===== config.mk =====
export PLATFORM = sky130hd
export DESIGN_NAME = subcarrier_dds
export DESIGN_NICKNAME = d
export VERILOG_FILES = /design/src/rtl/sc_dds_pkg.sv /design/src/rtl/sc_rtc_rx.sv /design/src/rtl/sc_phase_acc.sv /design/src/rtl/sc_wave_lut.sv /design/src/rtl/subcarrier_dds.sv
export SDC_FILE = /design/constraint.sdc
export NUM_CORES = 1
export LEC_CHECK = 0
export BUFFER_PORTS_ARGS = -buffer_cell sky130_fd_sc_hd__clkbuf_2
export CAP_MARGIN = 20
export CORE_ASPECT_RATIO = 1.75
export CORE_MARGIN = 2
export CORE_UTILIZATION = 60
export CTS_CLUSTER_SIZE = 10
export DETAILED_ROUTE_END_ITERATION = 6
export PLACE_DENSITY = 0.79
export SLEW_MARGIN = 0
export SYNTH_ARGS = -nofsm -noshare
export SYNTH_HDL_FRONTEND = slang
export SYNTH_HIERARCHICAL = 1
export SYNTH_SLANG_ARGS = --single-unit

===== constraint.sdc =====
create_clock -name clk -period 11.1 [get_ports clk]
set_input_delay 0 -clock clk [delete_from_list [all_inputs] [get_ports clk]]
set_output_delay 0 -clock clk [all_outputs]
set_load 0.01 [all_outputs]

===== src/rtl/sc_dds_pkg.sv =====
package sc_dds_pkg;
    localparam int ACC_W     = 32;
    localparam int PH_W      = 10;
    localparam int OFS_W     = 8;
    localparam int RTC_BITS  = 67;
    localparam int RTC_INC_W = 22;
    localparam int SEQ_POS   = 22;
    localparam int CLR_POS   = 23;
    localparam int CAP_W     = CLR_POS + 1;
    localparam int IDX_W     = $clog2(RTC_BITS);
    localparam int QW        = PH_W - 2;
    localparam int QTR       = 1 << QW;
    localparam int PRD_W     = 2 * QW + 2;
    localparam int LOW_W     = ACC_W - RTC_INC_W;

    typedef enum logic [1:0] {
        PIN_IDLE  = 2'b00,
        PIN_SCR   = 2'b01,
        PIN_RTC   = 2'b10,
        PIN_IDLE2 = 2'b11
    } pin_mode_e;

    typedef struct packed {
        logic [RTC_INC_W-1:0] inc;
        logic                 seq;
        logic                 clr;
    } rtc_word_t;

    // Quarter-parabola shaping of a phase into a signed amplitude.
    function automatic logic signed [PH_W-1:0] wave(input logic [PH_W-1:0] ph);
        logic [QW:0]       y;
        logic [PRD_W-1:0]  prod;
        logic [QW+1:0]     mag;
        y    = ph[QW] ? ((QW+1)'(QTR) - (QW+1)'(ph[QW-1:0])) : (QW+1)'(ph[QW-1:0]);
        prod = PRD_W'(y) * PRD_W'((QW+2)'(2 * QTR) - (QW+2)'(y));
        mag  = (QW+2)'(prod >> QW);
        return ph[PH_W-1] ? -$signed(mag) : $signed(mag);
    endfunction
endpackage


===== src/rtl/sc_rtc_rx.sv =====
module sc_rtc_rx
    import sc_dds_pkg::*;
(
    input  logic      clk,
    input  logic      rst,
    input  logic      en,
    input  logic      pin,
    input  logic      pin_q,
    output logic      done,
    output rtc_word_t word
);
    logic             busy;
    logic             half;
    logic             in_start;
    logic [IDX_W-1:0] idx;
    logic [CAP_W-1:0] shreg;

    always_ff @(posedge clk) begin
        if (rst) begin
            busy     <= 1'b0;
            half     <= 1'b0;
            in_start <= 1'b0;
            idx      <= '0;
            shreg    <= '0;
            done     <= 1'b0;
        end else begin
            done <= 1'b0;
            if (busy) begin
                if (!en) begin
                    busy <= 1'b0;
                end else begin
                    half <= ~half;
                    if (half) begin
                        if (in_start) begin
                            in_start <= 1'b0;
                        end else begin
                            if (idx < IDX_W'(CAP_W))
                                shreg <= {pin, shreg[CAP_W-1:1]};
                            if (idx == IDX_W'(RTC_BITS - 1)) begin
                                busy <= 1'b0;
                                done <= 1'b1;
                            end
                            idx <= idx + 1'b1;
                        end
                    end
                end
            end else if (en && pin_q && !pin) begin
                busy     <= 1'b1;
                half     <= 1'b1;
                in_start <= 1'b1;
                idx      <= '0;
            end
        end
    end

    assign word.inc = shreg[RTC_INC_W-1:0];
    assign word.seq = shreg[SEQ_POS];
    assign word.clr = shreg[CLR_POS];

    p_done_idle_r6: assert property (@(posedge clk) disable iff (rst)
        done |-> !busy);
    p_abort_r10: assert property (@(posedge clk) disable iff (rst)
        (busy && !en) |=> (!busy && !done));
endmodule


===== src/rtl/sc_phase_acc.sv =====
module sc_phase_acc
    import sc_dds_pkg::*;
(
    input  logic             clk,
    input  logic             rst,
    input  logic [ACC_W-1:0] inc,
    input  logic             scr_en,
    input  logic             pin,
    input  logic             pin_q,
    input  logic             field_start,
    input  logic             line_clr,
    output logic [ACC_W-1:0] acc
);
    logic armed;
    logic fire;
    logic rise;

    assign fire = scr_en && armed && field_start;
    assign rise = scr_en && !pin_q && pin;

    always_ff @(posedge clk) begin
        if (rst) begin
            acc   <= '0;
            armed <= 1'b0;
        end else begin
            if (fire || line_clr) acc <= '0;
            else                  acc <= acc + inc;
            if (rise)      armed <= 1'b1;
            else if (fire) armed <= 1'b0;
        end
    end

    p_acc_step_r1: assert property (@(posedge clk) disable iff (rst)
        !(fire || line_clr) |=> acc == $past(acc + inc));
    p_arm_keep_r5: assert property (@(posedge clk) disable iff (rst)
        (armed && !field_start) |=> armed);
    p_fire_zero_r5: assert property (@(posedge clk) disable iff (rst)
        fire |=> acc == '0);
endmodule


===== src/rtl/sc_wave_lut.sv =====
module sc_wave_lut
    import sc_dds_pkg::*;
(
    input  logic                   clk,
    input  logic                   rst,
    input  logic [PH_W-1:0]        phase,
    input  logic                   invert,
    output logic signed [PH_W-1:0] sin_q,
    output logic signed [PH_W-1:0] cos_q
);
    logic [PH_W-1:0]        cph;
    logic signed [PH_W-1:0] s_c;
    logic signed [PH_W-1:0] c_c;

    assign cph = phase + PH_W'(QTR);

    always_comb begin
        s_c = wave(phase);
        c_c = wave(cph);
    end

    always_ff @(posedge clk) begin
        if (rst) begin
            sin_q <= '0;
            cos_q <= '0;
        end else begin
            sin_q <= s_c;
            cos_q <= invert ? -c_c : c_c;
        end
    end

    p_amp_bound_r2: assert property (@(posedge clk) disable iff (rst)
        (int'(sin_q) <= QTR) && (int'(sin_q) >= -QTR)
        && (int'(cos_q) <= QTR) && (int'(cos_q) >= -QTR));
    p_quadrature_r3: assert property (@(posedge clk) disable iff (rst)
        (!$past(rst) && sin_q == '0) |-> (int'(cos_q) == QTR || int'(cos_q) == -QTR));
endmodule


===== src/rtl/subcarrier_dds.sv =====
module subcarrier_dds
    import sc_dds_pkg::*;
(
    input  logic              clk,
    input  logic              rst,
    input  logic              rtc_pin,
    input  logic [1:0]        pin_mode,
    input  logic              pal_mode,
    input  logic [31:0]       freq_word,
    input  logic [7:0]        phase_ofs,
    input  logic              line_start,
    input  logic              field_start,
    output logic signed [9:0] sin_out,
    output logic signed [9:0] cos_out
);
    pin_mode_e            mode;
    logic                 rtc_en;
    logic                 scr_en;
    logic                 pin_q;
    logic                 rx_done;
    rtc_word_t            rx_word;
    rtc_word_t            pend;
    logic                 pend_v;
    logic [RTC_INC_W-1:0] line_inc;
    logic                 line_seq;
    logic                 apply;
    logic                 line_clr;
    logic [ACC_W-1:0]     inc;
    logic [ACC_W-1:0]     acc;
    logic [PH_W-1:0]      phase;
    logic                 invert;

    assign mode     = pin_mode_e'(pin_mode);
    assign rtc_en   = (mode == PIN_RTC);
    assign scr_en   = (mode == PIN_SCR);
    assign apply    = rtc_en && line_start && pend_v;
    assign line_clr = apply && pend.clr;
    assign inc      = rtc_en ? {line_inc, freq_word[LOW_W-1:0]} : freq_word;
    assign phase    = acc[ACC_W-1:ACC_W-PH_W] + {phase_ofs, {(PH_W-OFS_W){1'b0}}};
    assign invert   = pal_mode && line_seq && rtc_en;

    always_ff @(posedge clk) begin
        if (rst) begin
            pin_q    <= 1'b0;
            pend     <= '0;
            pend_v   <= 1'b0;
            line_inc <= '0;
            line_seq <= 1'b0;
        end else begin
            pin_q <= rtc_pin;
            if (apply) begin
                line_inc <= pend.inc;
                line_seq <= pend.seq;
            end
            if (rx_done) begin
                pend_v <= 1'b1;
                pend   <= rx_word;
            end else if (apply) begin
                pend_v <= 1'b0;
            end
        end
    end

    sc_rtc_rx u_rx (
        .clk   (clk),
        .rst   (rst),
        .en    (rtc_en),
        .pin   (rtc_pin),
        .pin_q (pin_q),
        .done  (rx_done),
        .word  (rx_word)
    );

    sc_phase_acc u_acc (
        .clk         (clk),
        .rst         (rst),
        .inc         (inc),
        .scr_en      (scr_en),
        .pin         (rtc_pin),
        .pin_q       (pin_q),
        .field_start (field_start),
        .line_clr    (line_clr),
        .acc         (acc)
    );

    sc_wave_lut u_lut (
        .clk    (clk),
        .rst    (rst),
        .phase  (phase),
        .invert (invert),
        .sin_q  (sin_out),
        .cos_q  (cos_out)
    );

    p_pend_hold_r7: assert property (@(posedge clk) disable iff (rst)
        (pend_v && !apply && !rx_done) |=> pend_v);
    p_inc_stable_r7: assert property (@(posedge clk) disable iff (rst)
        (rtc_en && !apply && $past(rtc_en)) |=> $stable(line_inc));
endmodule


==> out/qor.yml <==
outcome:
  run_status: "complete, no violations"
grt:
  use_met3_pct: 3.567
  overflow: 0
  antenna_found_initial: 0
  grt_use_met1_pct: 29.99
  grt_start_max_net_pins: 68
  grt_use_total_pct: 27.67
  grt_pass1_vias: 11790
  use_met2_pct: 52.55
  top_usage_layer: "met2"
  grt_pass1_wl_um: 53740
yosys:
  synth_edf_count: 0
  yosys-top-cells-area: "dfxtp_1 20%, fa_1 16%, ha_1 15%"
  netlist.top_cell.by_area: "dfxtp_1"
  async_flop_share_pct: 0
  synth_area_um2: 13590
  yosysUniqueCellTypes: 89
  synth_top_area_share_pct: 20.18
  synth-seq-area-share_pct: 20.18
  synth_cells: 1630
  yosysWarnings: 6
  synth-main-ff-cell: "dfxtp_1"
  syn_avg_cell_area_um2: 8.339
  synth_seq_cells: 137
detailed_routing:
  vias_per_cell: 5.708
  drt_iter0_drc: 613
  ant_nets: 0
  drcViolationCount: 0
  drt_wl_total_um: 31830
  wl_per_cell_um: 15.88
  firstDrtPassIters: 5
  vias: 11450
worst_setup_path:
  critPathArrivalTime_ns: 10.40
  start_kind: "flop"
  crit_path_top_delay_cell: "mux2i_1"
  crit_required_ns: 11.39
  ff2ff_path_depth: 38
  cp-end-kind: "flop"
  critPathKind: "reg -> reg"
  slowest_delay_ns: 0.59
  cp_max_fo: 18
cts:
  cts_max_path_buffers: 2
  cts_buffers: 17
  htree_levels: 4
  cts_tree: "done"
  cts_sinks: 137
  post_cts_buffers: 0
  clk_latency_ns: 0.44
  root_buffer: "clkbuf_16"
  clk_pin_slew_ns: 0.06
layout:
  mostFrequentLayoutCells: "183 x nor2_1, 176 x nand2_1, 173 x inv_1"
  syn2layout_area_growth_pct: 9.563
  diodes: 0
  num-fill-cells: 1956
  drive_above_1_share_pct: 9.830
  multi_input_area_um2: 9995
  mostFrequentLayoutCell: "nor2_1"
  final_nets: 2013
  regArea_um2: 2743
placement:
  gp_congestion: 0.9049
  hpwl_um: 24880
  dpl_worst_slack_ns: 1.035
  io_buffers: 67
die:
  pin_count: 68
  die_area_um2: 23920
  core_um2: 22160
  start_util_pct: 61.34
  dieWidth_um: 117.8
  die_h_um: 203.1
  fp-row-count: 72
hold_path:
  worstHoldPathCells: 4
  min_path_type: "in -> reg"
sta:
  report.final.hold_viol_count: 0
  rsz0062_at_grt: "no"
  fin_worst_skew_ns: 0.007764
  tns_ns: 0
  slew_headroom_pct: 37.89
  slew_viol_final: 0
  worst_slack_ns: 0.9956
  fin_crit_sh_pct: 91.03
  worstMarginPinSlew_ns: 0.9291
  finalSetupViolations: 0
  fmax_mhz: 98.97
  fin_crit_ns: 10.10
run:
  drv_cap: 0
flip-flops by register name, summed over array words and instances, names as in the netlist:
name,count
pend,24
u_rx/done,1
u_rx/half,1
line_seq,1
u_rx/shreg,24
pend_v,1
u_acc/armed,1
u_lut/sin_q,10
u_acc/acc,32
u_lut/cos_q,10
line_inc,22
u_rx/idx,7
u_rx/busy,1
u_rx/in_start,1
pin_q,1
stage by stage:
| stage | std cells | hold WS [ns] | utilization [%] | area (um2) |
|---|---|---|---|---|
| final | 2005 | 0.03857 | 67.20 | 14890 |
| after global routing | 2005 | 0.05409 | 67.20 | 14890 |
| after CTS | 2004 | 0.02678 | 67.08 | 14870 |
| after detailed placement | 1962 | 0.3111 | 63.99 | 14180 |
| after global placement | 1962 | 0.3007 | 63.99 | 14180 |
| after floorplan | 1644 | 0.07238 | - | 13650 |
routing by layer:
layer | part of all wire (%) | vias to the layer above
li1 | - | 5593
met2 | 54 | 279
met1 | 39 | 5505
met4 | 4.0 | 0
met3 | 3.2 | 68
met5 | 0 | -
cell families (layout without fill, tap and decap cells):
group	Yosys count	in the layout	synth area share (%)
mux	30	30	2.218
simple gates	584	584	20.36
buf+inv	230	295	6.683
fa+ha+maj	269	269	30.61
flops	137	137	20.18
compound gates	292	292	14.21
other cells	2	16	0.05525
xor+xnor	86	86	5.679
synth_stat cells (12+ instances only):
master,number
nor2b_1,12
buf_2,12
a21o_1,19
nand2b_1,30
mux2i_1,29
dfxtp_1,137
inv_1,173
nor2_1,183
fa_1,106
clkbuf_1,35
a21oi_1,114
nor3_1,27
nand3_1,52
ha_1,163
xor2_1,31
xnor2_1,54
nand2_1,176
and3_1,18
o21ai_0,52
o211ai_1,14
or2_2,28
what timing repair did:
action,4_1_cts,5_1_grt
hold endpoints to repair,24,0
hold buffers,10,0
resized for setup,0,0
worst paths after layout:
check                     start        endpoint  slack (ns)
setup reg to reg  u_acc/acc[24]  u_lut/cos_q[7]         1.0
hold reg to reg    line_inc[20]    line_inc[20]        0.45
hold / removal     freq_word[6]    u_acc/acc[6]        0.04
setup / recovery  u_acc/acc[24]  u_lut/cos_q[7]         1.0
worst max-delay path: cells and delay by family, from the launching register on:
family	cells	cell delay [ns]
AO/OA/AOI/OAI	3	1.02
XOR/XNOR	4	0.76
adder cells (fa/ha/maj)	10	3.77
buffers and inverters	7	0.66
flip-flops	1	0.32
multiplexers	1	0.59
AND/OR/NAND/NOR	13	2.83
layout make-up:
class	count	area share, %
tap	296	2.487
multi-input combinational	1277	67.11
timing repair buffer	89	3.680
clock buffer	18	2.882
clock inverter	14	1.042
sequential	137	18.42
inverter	174	4.385
Power is left out: the tool's default activity adds up to more than one toggle a clock period on the data nets, which glitch-free logic cannot reach.
